### src/rtl/dcd_pkg.sv
package dcd_pkg;
   localparam int OPC_W = 3;

   typedef enum logic [OPC_W-1:0] {
      OP_NOP     = 3'b000,
      OP_LOAD    = 3'b001,
      OP_READ    = 3'b010,
      OP_CAL     = 3'b011,
      OP_CLR     = 3'b100,
      OP_RSTCHIP = 3'b101,
      OP_RSTFIFO = 3'b110,
      OP_ENDRD   = 3'b111
   } opcode_e;

   typedef enum logic [1:0] {
      RX_IDLE,
      RX_OPC,
      RX_ADDR,
      RX_DATA
   } rx_state_e;
endpackage

### src/rtl/cmd_shift_rx.sv
module cmd_shift_rx
   import dcd_pkg::*;
#(
   parameter int ADDR_W = 5,
   parameter int DATA_W = 32
) (
   input  logic              clk,
   input  logic              rst_n,
   input  logic              line_i,
   output logic              done_o,
   output logic [OPC_W-1:0]  opc_o,
   output logic [ADDR_W-1:0] addr_o,
   output logic [DATA_W-1:0] data_o
);
   localparam int MAXLEN = (DATA_W > ADDR_W) ? DATA_W : ADDR_W;
   localparam int CNT_W  = $clog2(MAXLEN + 1);

   if (ADDR_W < 1) begin : g_bad_addr
      $error("cmd_shift_rx: ADDR_W must be at least 1");
   end
   if (DATA_W < 2) begin : g_bad_data
      $error("cmd_shift_rx: DATA_W must be at least 2");
   end

   rx_state_e         state_q;
   logic [CNT_W-1:0]  cnt_q;
   logic [OPC_W-1:0]  opc_q;
   logic [ADDR_W-1:0] addr_q;
   logic [DATA_W-1:0] data_q;
   logic              done_q;

   always_ff @(posedge clk or negedge rst_n) begin
      if (!rst_n) begin
         state_q <= RX_IDLE;
         cnt_q   <= '0;
         opc_q   <= '0;
         addr_q  <= '0;
         data_q  <= '0;
         done_q  <= 1'b0;
      end else begin
         done_q <= 1'b0;
         unique case (state_q)
            RX_IDLE: begin
               cnt_q <= '0;
               if (line_i) state_q <= RX_OPC;
            end
            RX_OPC: begin
               opc_q <= {opc_q[OPC_W-2:0], line_i};
               if (cnt_q == CNT_W'(OPC_W - 1)) begin
                  cnt_q   <= '0;
                  state_q <= RX_ADDR;
               end else begin
                  cnt_q <= cnt_q + 1'b1;
               end
            end
            RX_ADDR: begin
               if (ADDR_W > 1) addr_q <= {addr_q[ADDR_W-2:0], line_i};
               else            addr_q <= ADDR_W'(line_i);
               if (cnt_q == CNT_W'(ADDR_W - 1)) begin
                  cnt_q <= '0;
                  if (opc_q == OP_LOAD) begin
                     state_q <= RX_DATA;
                  end else begin
                     done_q  <= 1'b1;
                     state_q <= RX_IDLE;
                  end
               end else begin
                  cnt_q <= cnt_q + 1'b1;
               end
            end
            RX_DATA: begin
               data_q <= {data_q[DATA_W-2:0], line_i};
               if (cnt_q == CNT_W'(DATA_W - 1)) begin
                  cnt_q   <= '0;
                  done_q  <= 1'b1;
                  state_q <= RX_IDLE;
               end else begin
                  cnt_q <= cnt_q + 1'b1;
               end
            end
            default: state_q <= RX_IDLE;
         endcase
      end
   end

   assign done_o = done_q;
   assign opc_o  = opc_q;
   assign addr_o = addr_q;
   assign data_o = data_q;

   // a frame completes in one pulse, and the receiver is idle right after it
   a_r1_done_single: assert property (@(posedge clk) disable iff (!rst_n)
      done_q |=> !done_q);
   a_r11_idle_after_done: assert property (@(posedge clk) disable iff (!rst_n)
      done_q |-> state_q == RX_IDLE);
endmodule

### src/rtl/cmd_exec.sv
module cmd_exec
   import dcd_pkg::*;
#(
   parameter int          NDEC    = 2,
   parameter int          ADDR_W  = 5,
   parameter int          DATA_W  = 32,
   parameter int          SEL_BIT = 0,
   parameter logic [4:0]  BCAST   = 5'h1F
) (
   input  logic              clk,
   input  logic              rst_n,
   input  logic [ADDR_W-1:0] chip_addr_i,
   input  logic              done_i [NDEC],
   input  logic [OPC_W-1:0]  opc_i  [NDEC],
   input  logic [ADDR_W-1:0] addr_i [NDEC],
   input  logic [DATA_W-1:0] data_i [NDEC],
   output logic              read_evt_o,
   output logic              cal_strobe_o,
   output logic              evt_clear_o,
   output logic              chip_reset_o,
   output logic              fifo_reset_o,
   output logic              read_end_o,
   output logic [DATA_W-1:0] ctrl_o
);
   localparam int SEL_W = (NDEC > 1) ? $clog2(NDEC) : 1;

   if (SEL_BIT + SEL_W > DATA_W) begin : g_bad_sel
      $error("cmd_exec: select field lies outside the control register");
   end
   if (NDEC < 1) begin : g_bad_ndec
      $error("cmd_exec: NDEC must be at least 1");
   end

   logic [DATA_W-1:0] ctrl_q;
   logic [SEL_W-1:0]  sel;
   logic [NDEC-1:0]   hit;
   logic              load_hit;
   logic [DATA_W-1:0] load_val;
   logic              cmd_v;
   logic [OPC_W-1:0]  cmd_op;
   logic              any_done;

   assign sel = ctrl_q[SEL_BIT +: SEL_W];

   for (genvar i = 0; i < NDEC; i++) begin : g_hit
      assign hit[i] = done_i[i] &&
                      ((addr_i[i] == chip_addr_i) || (addr_i[i] == ADDR_W'(BCAST)));
   end

   always_comb begin
      load_hit = 1'b0;
      load_val = '0;
      for (int i = NDEC - 1; i >= 0; i--) begin
         if (hit[i] && opc_i[i] == OP_LOAD) begin
            load_hit = 1'b1;
            load_val = data_i[i];
         end
      end
   end

   always_comb begin
      cmd_v  = 1'b0;
      cmd_op = OP_NOP;
      for (int i = 0; i < NDEC; i++) begin
         if (sel == SEL_W'(i) && hit[i] && opc_i[i] != OP_LOAD) begin
            cmd_v  = 1'b1;
            cmd_op = opc_i[i];
         end
      end
   end

   always_comb begin
      any_done = 1'b0;
      for (int i = 0; i < NDEC; i++) any_done = any_done | done_i[i];
   end

   always_ff @(posedge clk or negedge rst_n) begin
      if (!rst_n) begin
         ctrl_q       <= '0;
         read_evt_o   <= 1'b0;
         cal_strobe_o <= 1'b0;
         evt_clear_o  <= 1'b0;
         chip_reset_o <= 1'b0;
         fifo_reset_o <= 1'b0;
         read_end_o   <= 1'b0;
      end else begin
         read_evt_o   <= cmd_v && cmd_op == OP_READ;
         cal_strobe_o <= cmd_v && cmd_op == OP_CAL;
         evt_clear_o  <= cmd_v && cmd_op == OP_CLR;
         chip_reset_o <= cmd_v && cmd_op == OP_RSTCHIP;
         fifo_reset_o <= cmd_v && (cmd_op == OP_RSTCHIP || cmd_op == OP_RSTFIFO);
         read_end_o   <= cmd_v && cmd_op == OP_ENDRD;
         if (cmd_v && cmd_op == OP_RSTCHIP) ctrl_q <= '0;
         else if (load_hit)                 ctrl_q <= load_val;
      end
   end

   assign ctrl_o = ctrl_q;

   // never two action strobes at once
   a_r1_one_action: assert property (@(posedge clk) disable iff (!rst_n)
      $onehot0({read_evt_o, cal_strobe_o, evt_clear_o, fifo_reset_o, read_end_o}));
   // a chip reset also resets the buffer and leaves the register cleared
   a_r4_chip_with_fifo: assert property (@(posedge clk) disable iff (!rst_n)
      chip_reset_o |-> fifo_reset_o);
   a_r4_chip_clears_reg: assert property (@(posedge clk) disable iff (!rst_n)
      chip_reset_o |-> ctrl_q == '0);
   // a strobe or a register change needs a frame that completed one cycle before
   a_r6_strobe_has_frame: assert property (@(posedge clk) disable iff (!rst_n)
      (read_evt_o || cal_strobe_o || evt_clear_o || fifo_reset_o || read_end_o)
      |-> $past(any_done));
   a_r2_reg_has_frame: assert property (@(posedge clk) disable iff (!rst_n)
      !$stable(ctrl_q) |-> $past(any_done));
endmodule

### src/rtl/dual_cmd_decoder.sv
module dual_cmd_decoder
   import dcd_pkg::*;
#(
   parameter int         ADDR_W  = 5,
   parameter int         DATA_W  = 32,
   parameter int         SEL_BIT = 0,
   parameter logic [4:0] BCAST   = 5'h1F
) (
   input  logic              clk,
   input  logic              rst_n,
   input  logic [ADDR_W-1:0] chip_addr_i,
   input  logic              cmd_a_i,
   input  logic              cmd_b_i,
   output logic              read_evt_o,
   output logic              cal_strobe_o,
   output logic              evt_clear_o,
   output logic              chip_reset_o,
   output logic              fifo_reset_o,
   output logic              read_end_o,
   output logic [DATA_W-1:0] ctrl_o
);
   localparam int NDEC = 2;

   if (ADDR_W > 5) begin : g_bad_addr
      $error("dual_cmd_decoder: broadcast value is defined for at most 5 address bits");
   end

   logic [NDEC-1:0]   lines;
   logic              done   [NDEC];
   logic [OPC_W-1:0]  opc    [NDEC];
   logic [ADDR_W-1:0] addr   [NDEC];
   logic [DATA_W-1:0] data   [NDEC];

   assign lines = {cmd_b_i, cmd_a_i};

   for (genvar i = 0; i < NDEC; i++) begin : g_rx
      cmd_shift_rx #(
         .ADDR_W (ADDR_W),
         .DATA_W (DATA_W)
      ) u_rx (
         .clk    (clk),
         .rst_n  (rst_n),
         .line_i (lines[i]),
         .done_o (done[i]),
         .opc_o  (opc[i]),
         .addr_o (addr[i]),
         .data_o (data[i])
      );
   end

   cmd_exec #(
      .NDEC    (NDEC),
      .ADDR_W  (ADDR_W),
      .DATA_W  (DATA_W),
      .SEL_BIT (SEL_BIT),
      .BCAST   (BCAST)
   ) u_exec (
      .clk          (clk),
      .rst_n        (rst_n),
      .chip_addr_i  (chip_addr_i),
      .done_i       (done),
      .opc_i        (opc),
      .addr_i       (addr),
      .data_i       (data),
      .read_evt_o   (read_evt_o),
      .cal_strobe_o (cal_strobe_o),
      .evt_clear_o  (evt_clear_o),
      .chip_reset_o (chip_reset_o),
      .fifo_reset_o (fifo_reset_o),
      .read_end_o   (read_end_o),
      .ctrl_o       (ctrl_o)
   );
endmodule

### config.mk
export PLATFORM = sky130hd
export DESIGN_NAME = dual_cmd_decoder
export DESIGN_NICKNAME = d
export VERILOG_FILES = /design/src/rtl/dcd_pkg.sv /design/src/rtl/cmd_shift_rx.sv /design/src/rtl/cmd_exec.sv /design/src/rtl/dual_cmd_decoder.sv
export SDC_FILE = /design/constraint.sdc
export NUM_CORES = 1
export LEC_CHECK = 0
export ABC_AREA = 1
export BUFFER_PORTS_ARGS = -buffer_cell sky130_fd_sc_hd__buf_2
export CAP_MARGIN = 20
export CELL_PAD_IN_SITES_DETAIL_PLACEMENT = 1
export CELL_PAD_IN_SITES_GLOBAL_PLACEMENT = 1
export CORE_MARGIN = 2
export CORE_UTILIZATION = 45
export DETAILED_ROUTE_END_ITERATION = 10
export GPL_ROUTABILITY_DRIVEN = 0
export GPL_TIMING_DRIVEN = 0
export PLACE_DENSITY_LB_ADDON = 0.2
export SYNTH_ARGS = -nofsm -noshare
export SYNTH_HDL_FRONTEND = slang
export SYNTH_SLANG_ARGS = --single-unit
### constraint.sdc
create_clock -name clk -period 1.8 [get_ports clk]
set_clock_uncertainty 0.05 [all_clocks]
set_input_delay 0.09 -clock clk [delete_from_list [all_inputs] [get_ports clk]]
set_output_delay 0.09 -clock clk [all_outputs]
set_load 0.01 [all_outputs]
==> reports/summary.txt, run 1 <==
run status -> complete, but fails checks
failing checks -> setup timing
Max-Slew Margin vs Limit -> 0.6033
Max Slew Vio Count -> 0
clk slew on worst S/H paths -> 0.06 ns
initial antenna violation count -> 0
1st-iter DRT viols -> 459
register share of total power -> 0.383
CTS tree -> built
row cnt -> 43
top cell type's share of synthesized area -> 0.5274
post-route cell area -> 8573 µm²
drt first pass iters -> 5
Final WS setup -> -0.1773 ns
synthesized area per cell -> 7.840 µm²
Core ar. -> 13,930 µm²
Primary FF master, synth -> dfrtp_1
top cells by count, synth -> nand2_1, dfrtp_1, inv_1
initial core utilization -> 0.4631
total CTS buffers -> 17
vias in the first global route -> 6,209
#FFs+latches synth -> 136
PortBufs -> 46
Routed WL per cell -> 18.46 µm
# H-tree levels -> 4
Clk pwr share -> 0.334
count of cell types in the netlist -> 26
DR vias -> 6,033
filler instances -> 1,638
Global Route Usage Sum -> 0.2585
delay-heaviest family, CP -> buffers and inverters
synthesized area -> 6452 µm²
Critical Path Slowest Stage Cell -> clkbuf_1
grt ovf -> 0
max_cap viols -> 0
Synth Instances -> 823
switching power -> 4.077 mW
CP max stage delay -> 0.52 ns
RSZ-0062 raised after global routing -> yes
Final Setup Violations -> 36
worst-path fanout max -> 10
Worst setup EP type -> flop
Synth Net Count -> 838
final antenna-violating net count -> 0
CP Class -> reg2reg
final hold vios -> 0
critical-path cell list -> clkbuf_1 > clkbuf_1 > nand4_1 > nand3_2 > nand2_2 > nand2_4 > inv_2
CP startpoint kind -> flop
Layout Nets -> 937
synth warn -> 0
first-pass GRT wire length -> 30,200 µm
CP dominant cell by count -> clkbuf_1
Max Root-Sink Buffers -> 2
top cells by area, synth -> dfrtp_1, nand2_1, inv_1
detailed placement HPWL -> 11,740 µm
CTS root buf -> clkbuf_16
CP Data Arrival Time -> 2.25 ns
Area growth syn-to-layout -> 32.87%
VDD IR-drop max -> 0.0008065 V
fraction of the yosys area taken by sequential cells -> 0.5274
HP Class -> in2async
# diodes -> 0
worst slew pin tran -> 0.5950 ns
total wire length -> 20,580 µm
Power Density -> 1308 nW/µm²
IO Count -> 47
Crit path required time -> 2.08 ns
DRC Markers -> 0
Lkg Pwr -> 4.459 nW
Comb pwr share -> 0.283
pin count of the biggest net entering global routing -> 93
Final Cycle Share -> 1.098
placed inst area -> 6942 µm²
Worst-Skew Late Latency -> 0.43 ns
leading area contributor after synthesis -> dfrtp_1
flop2flop setup slack -> -0.18 ns
CTS Sinks -> 136
leading cell type by number of instances after synthesis -> nand2_1
die area -> 15,310 µm²
Post-synth EDFFs -> 0
Net Sw Frac -> 0.3637
internal power -> 7.134 mW
fraction of layout cells with a size suffix above 1 -> 0.2963
minimum clock period -> 1.977 ns
Die Y -> 123.7 µm
die width -> 123.7 µm
FMAX -> 505.7 MHz
Critical path buffers and inverters -> 3
DR vias/cell -> 5.411
asr flop ratio synth -> 1.000
DP Worst Slack -> -0.2338 ns
## what timing repair did
action,CTS,global route
gates cloned,2,4
pin swaps,18,40
gates resized for setup,56,136
hold buffers,3,0
setup buffers,19,8
setup endpoints to repair,43,103
hold endpoints to repair,50,0
## metal layers
layer / GRT usage / part of all wire / wire [µm] / vias up
met5: 0 / 0 / 0 / -
met4: 0.1222 / 0.033 / 670 / 0
met3: 0.04167 / 0.029 / 601 / 50
met2: 0.4595 / 0.53 / 11000 / 142
met1: 0.3046 / 0.40 / 8317 / 3070
li1: - / - / - / 2771
## state kept, by name, summed over array words and instances (netlist names)
name                 cells
g_rx.u_rx.data_o        64
u_exec.ctrl_o           32
g_rx.u_rx.cnt_q         12
g_rx.u_rx.addr_o        10
g_rx.u_rx.opc_o          6
g_rx.u_rx.state_q        4
g_rx.u_rx.done_o         2
u_exec.cal_strobe_o      1
u_exec.chip_reset_o      1
u_exec.evt_clear_o       1
u_exec.fifo_reset_o      1
u_exec.read_end_o        1
u_exec.read_evt_o        1
## power by group through the flow
| stage | combinational [mW] | clock, mW | sequential, mW |
|---|---|---|---|
| final | 3.17 | 3.75 | 4.29 |
| after global routing | 3.55 | 3.90 | 4.36 |
| after CTS | 2.81 | 3.78 | 4.25 |
| after detailed placement | 2.52 | 0 | 4.28 |
| after global placement | 2.35 | 0 | 4.24 |
| after floorplan | 1.80 | 0 | 4.16 |
## placed cells by master (no fill, tap or decap), drive strengths merged
| master | netlist | final |
|---|---|---|
| o32ai | 1 | 1 |
| xor2 | 2 | 2 |
| inv | 141 | 141 |
| ha | 6 | 6 |
| clkinvlp | 0 | 3 |
| nor3b | 1 | 1 |
| buf | 17 | 89 |
| dlygate4sd3 | 0 | 3 |
| nor2 | 41 | 41 |
| nor4 | 3 | 3 |
| nand4 | 39 | 39 |
| clkbuf | 21 | 45 |
| o21ai | 84 | 84 |
| clkinv | 0 | 6 |
| xnor2 | 2 | 2 |
| bufinv | 0 | 4 |
| nand2 | 265 | 265 |
| dfrtp | 136 | 136 |
| nor3 | 7 | 7 |
| nand3 | 51 | 51 |
| a21oi | 6 | 6 |
## through the flow
step | total power [mW] | utilization | instances | hold slack, ns | TNS (ns)
floorplan | 5.957 | - | 823 | -0.2556 | 0
global placement | 6.589 | 0.4957 | 1049 | 0.2825 | -181.39
detailed placement | 6.807 | 0.4982 | 1050 | -0.002248 | -6.864
CTS | 10.83 | 0.5721 | 1104 | 0.1132 | -1.455
global route | 11.81 | 0.6152 | 1115 | 0.1468 | -10.94
finish | 11.21 | 0.6152 | 1115 | 0.1074 | -4.688
## kinds of logic (layout without fill, tap and decap cells)
family / after synthesis / count (layout) / synth area share
and+or+nand+nor: 407 / 407 / 0.2724
AOI/OAI and AO/OA: 91 / 91 / 0.07117
adders and majority gates: 6 / 6 / 0.01163
xor gates and xnor gates: 4 / 4 / 0.005431
buffers and inverters: 179 / 291 / 0.1119
DFF: 136 / 136 / 0.5274
## worst reg2reg max path: cells and delay by family, from the launching register on
family                 cells  cell delay (ns)
buffers and inverters      3             0.96
AND/OR/NAND/NOR            4             0.54
flip-flops                 1             0.32
## area by class of cell
cell class | count | area, µm² | area share
Timing Repair Buffer | 83 | 686.9 | 0.08012
Sequential cell | 136 | 3403 | 0.3970
Multi-Input combinational cell | 508 | 2835 | 0.3307
Clock inverter | 13 | 176.4 | 0.02058
Inverter | 141 | 536.8 | 0.06261
Buffer | 35 | 256.5 | 0.02992
Tap cell | 180 | 225.2 | 0.02627
Clock buffer | 19 | 452.9 | 0.05283
## final timing paths
| check | cells after the start | to | from |
|---|---|---|---|
| min in group clk | 8 | u_exec.read_evt_o$_DFF_PN0_ | chip_addr_i[4] |
| hold reg to reg | 1 | g_rx[1].u_rx.cnt_q[0]$_DFF_PN0_ | g_rx[1].u_rx.cnt_q[0]$_DFF_PN0_ |
| max in group asynchronous | 3 | g_rx[1].u_rx.data_o[15]$_DFFE_PN0P_ | rst_n |
| setup reg to reg | 7 | u_exec.ctrl_o[2]$_DFFE_PN0P_ | g_rx[0].u_rx.done_o$_DFF_PN0_ |
| setup / recovery | 7 | u_exec.ctrl_o[2]$_DFFE_PN0P_ | g_rx[0].u_rx.done_o$_DFF_PN0_ |
| hold / removal | 2 | u_exec.ctrl_o[7]$_DFFE_PN0P_ | rst_n |
Power figures use the tool's default switching activity.
==> run 2, diff against run 1 <==
--- a/config.mk
+++ b/config.mk
@@ -17,4 +17,5 @@
 export GPL_TIMING_DRIVEN = 0
 export PLACE_DENSITY_LB_ADDON = 0.2
+export SETUP_SLACK_MARGIN = 0.4
 export SYNTH_ARGS = -nofsm -noshare
 export SYNTH_HDL_FRONTEND = slang
--- a/constraint.sdc
+++ b/constraint.sdc
@@ -3,3 +3,3 @@
 set_input_delay 0.09 -clock clk [delete_from_list [all_inputs] [get_ports clk]]
 set_output_delay 0.09 -clock clk [all_outputs]
-set_load 0.01 [all_outputs]
+set_load 0.005 [all_outputs]
==> run 2 against run 1 <==
Compared with the run above:
- the flow still finishes with violations (setup timing)
- sequential share of layout area increased by 0.19 points
- combinational power increased by 32%
- sequential power increased by 1%
- largest power group unchanged
- highest routed layer unchanged
==> reports/summary.txt, run 2 (synthesis gave the netlist of run 1 again) <==
run status -> complete, but fails checks
failing checks -> setup timing
total power -> 12.36 mW (+10%)
initial antenna violation count -> 0 (unchanged)
# diodes -> 0 (unchanged)
clk slew on worst S/H paths -> 0.06 ns (about the same)
leading cell type in the layout, fill and taps excluded -> nand2_1
vias in the first global route -> 6,260 (+0.82%)
initial core utilization -> 0.4631 (unchanged)
Setup TNS -> -6.090 ns (-1.402 ns)
critical-path cell list -> inv_2 > nand2_1 > nand2_1 > nor2_2 > nand3_2 > nand2_4 > nand4_1 > nand2_2 > inv_2 > nand3_4 > buf_6 > nand2_1 > inv_1
total wire length -> 21,570 µm (+4.8%)
Global Route Usage Sum -> 0.2605 (+0.001983)
CP Class -> reg2reg
Die Y -> 123.7 µm (unchanged)
IO Count -> 47 (unchanged)
1st-iter DRT viols -> 286 (-38%)
area occupied by multi-input gates -> 2708 µm² (-4.5%)
Final Setup Violations -> 38 (+5.6%)
final antenna-violating net count -> 0 (unchanged)
Max Slew Vio Count -> 0 (unchanged)
CTS root buf -> clkbuf_16
Power Density -> 1446 nW/µm² (+11%)
flop2flop setup slack -> -0.23 ns (-0.06 ns)
final hold vios -> 0 (unchanged)
Area growth syn-to-layout -> 32.44%
row cnt -> 43 (unchanged)
DRC Markers -> 0 (unchanged)
Layout Nets -> 952 (+1.6%)
DR vias/cell -> 5.378 (-0.61%)
Hold WS -> 0.08350 ns (-0.02391 ns)
Routed WL per cell -> 19.09 µm (+3.4%)
first-pass GRT wire length -> 30,550 µm (+1.2%)
die area -> 15,310 µm² (unchanged)
post-route cell area -> 8546 µm² (-0.32%)
CP dominant cell by count -> nand2_1
RSZ-0062 raised after global routing -> yes
total CTS buffers -> 17 (unchanged)
DR vias -> 6,077 (+0.73%)
worst-path fanout max -> 10 (unchanged)
GR met3 Demand/Resource -> 0.04533 (+0.003663)
HP Class -> in2async
grt ovf -> 0 (unchanged)
Crit path required time -> 2.11 ns (+0.03 ns)
Max-Slew Margin vs Limit -> 0.6176 (+0.01429)
CP max stage delay -> 0.44 ns (-0.08 ns)
Max Root-Sink Buffers -> 2 (unchanged)
GRT Max-Usage Layer -> met2
VDD IR-drop max -> 0.0008366 V (+3.7%)
Lkg Pwr -> 4.547 nW (+2.0%)
filler instances -> 1,644 (+0.37%)
Final Cycle Share -> 1.131 (+0.03206)
pin count of the biggest net entering global routing -> 101 (+8.6%)
commonest non-fill, non-tap cells in the layout -> nand2_1, dfrtp_1, inv_1
PortBufs -> 46 (unchanged)
final core utilization -> 0.6133 (-0.001975)
Reg2Reg Depth -> 13 (+6)
met2 usage -> 0.4605 (+0.001030)
# H-tree levels -> 4 (unchanged)
Worst-Skew Late Latency -> 0.44 ns (about the same)
minimum clock period -> 2.035 ns (+0.05771 ns)
Final WS setup -> -0.2350 ns (-0.05771 ns)
Core ar. -> 13,930 µm² (unchanged)
fin cells -> 1,130 (+1.3%)
Worst setup EP type -> flop
max_cap viols -> 0 (unchanged)
FMAX -> 491.4 MHz (-2.8%)
met1 GRT Util -> 0.3119 (+0.007366)
CTS Sinks -> 136 (unchanged)
detailed placement HPWL -> 11,790 µm (+0.43%)
Worst R2R Start -> g_rx[0].u_rx.addr_o[1]$_DFFE_PN0P_
fraction of layout cells with a size suffix above 1 -> 0.2737 (-0.02257)
drt first pass iters -> 4 (-1)
DP Worst Slack -> -0.2419 ns (-0.008084 ns)
CP Data Arrival Time -> 2.35 ns (+0.10 ns)
CP startpoint kind -> flop
Critical Path Slowest Stage Cell -> dfrtp_1
Reg area -> 3408 µm² (+0.15%)
Reg2Reg Capture Point -> u_exec.ctrl_o[2]$_DFFE_PN0P_
CTS tree -> built
max reg flops -> 64 (unchanged)
die width -> 123.7 µm (unchanged)
placed instance count -> 1,050 (unchanged)
placed inst area -> 6984 µm² (+0.61%)
worst slew pin tran -> 0.5715 ns (-0.02355 ns)
[run 2: worst max-delay path: cells and delay by family (launching register included)]
family,cells,cell delay [ns]
AND/OR/NAND/NOR,9,1.02
flip-flops,1,0.44
buffers and inverters,4,0.44
[run 2: how the worst max path moves through the flow]
stage	start	endpoint	slack, ns	cells after the start
6_report	g_rx[0].u_rx.addr_o[1]$_DFFE_PN0P_	u_exec.ctrl_o[2]$_DFFE_PN0P_	-0.23	13
5_1_grt	g_rx[0].u_rx.addr_o[1]$_DFFE_PN0P_	u_exec.fifo_reset_o$_DFF_PN0_	-0.32	13
4_1_cts	g_rx[0].u_rx.addr_o[1]$_DFFE_PN0P_	u_exec.ctrl_o[15]$_DFFE_PN0P_	-0.07	13
3_5_place_dp	g_rx[0].u_rx.addr_o[1]$_DFFE_PN0P_	u_exec.ctrl_o[17]$_DFFE_PN0P_	-0.24	12
3_3_place_gp	rst_n	u_exec.ctrl_o[27]$_DFFE_PN0P_	-1.29	1
2_1_floorplan	g_rx[0].u_rx.addr_o[0]$_DFFE_PN0P_	u_exec.ctrl_o[10]$_DFFE_PN0P_	0.24	13
[run 2: per-layer routing]
layer | wire length, µm | vias to the layer above | part of all wire
li1 | - | 2795 | -
met2 | 11540 | 144 | 0.53
met5 | 0 | - | 0
met4 | 775 | 0 | 0.036
met3 | 636 | 57 | 0.029
met1 | 8618 | 3081 | 0.40
[run 2: repair_timing]
action / 4_1_cts / 5_1_grt
buffers inserted: 25 / 20
pin swaps: 16 / 13
hold buffers: 3 / 0
endpoints found under the setup margin: 122 / 124
resized for setup: 84 / 85
endpoints found under the hold margin: 142 / 0
[run 2: cell type report]
class | instances | area share
sequential | 136 | 0.3988
multi-input combinational | 508 | 0.3168
timing repair buffer | 95 | 0.08448
inverter | 141 | 0.06486
clock buffer | 26 | 0.06310
buffer | 38 | 0.03294
tap | 180 | 0.02635
clock inverter | 6 | 0.01259
[run 2: power by group]
group / switching [mW] / internal [mW] / leakage, nW
registers: 0.587 / 3.76 / 1.81
clock network: 1.35 / 2.47 / 0.319
logic: 2.69 / 1.49 / 2.41
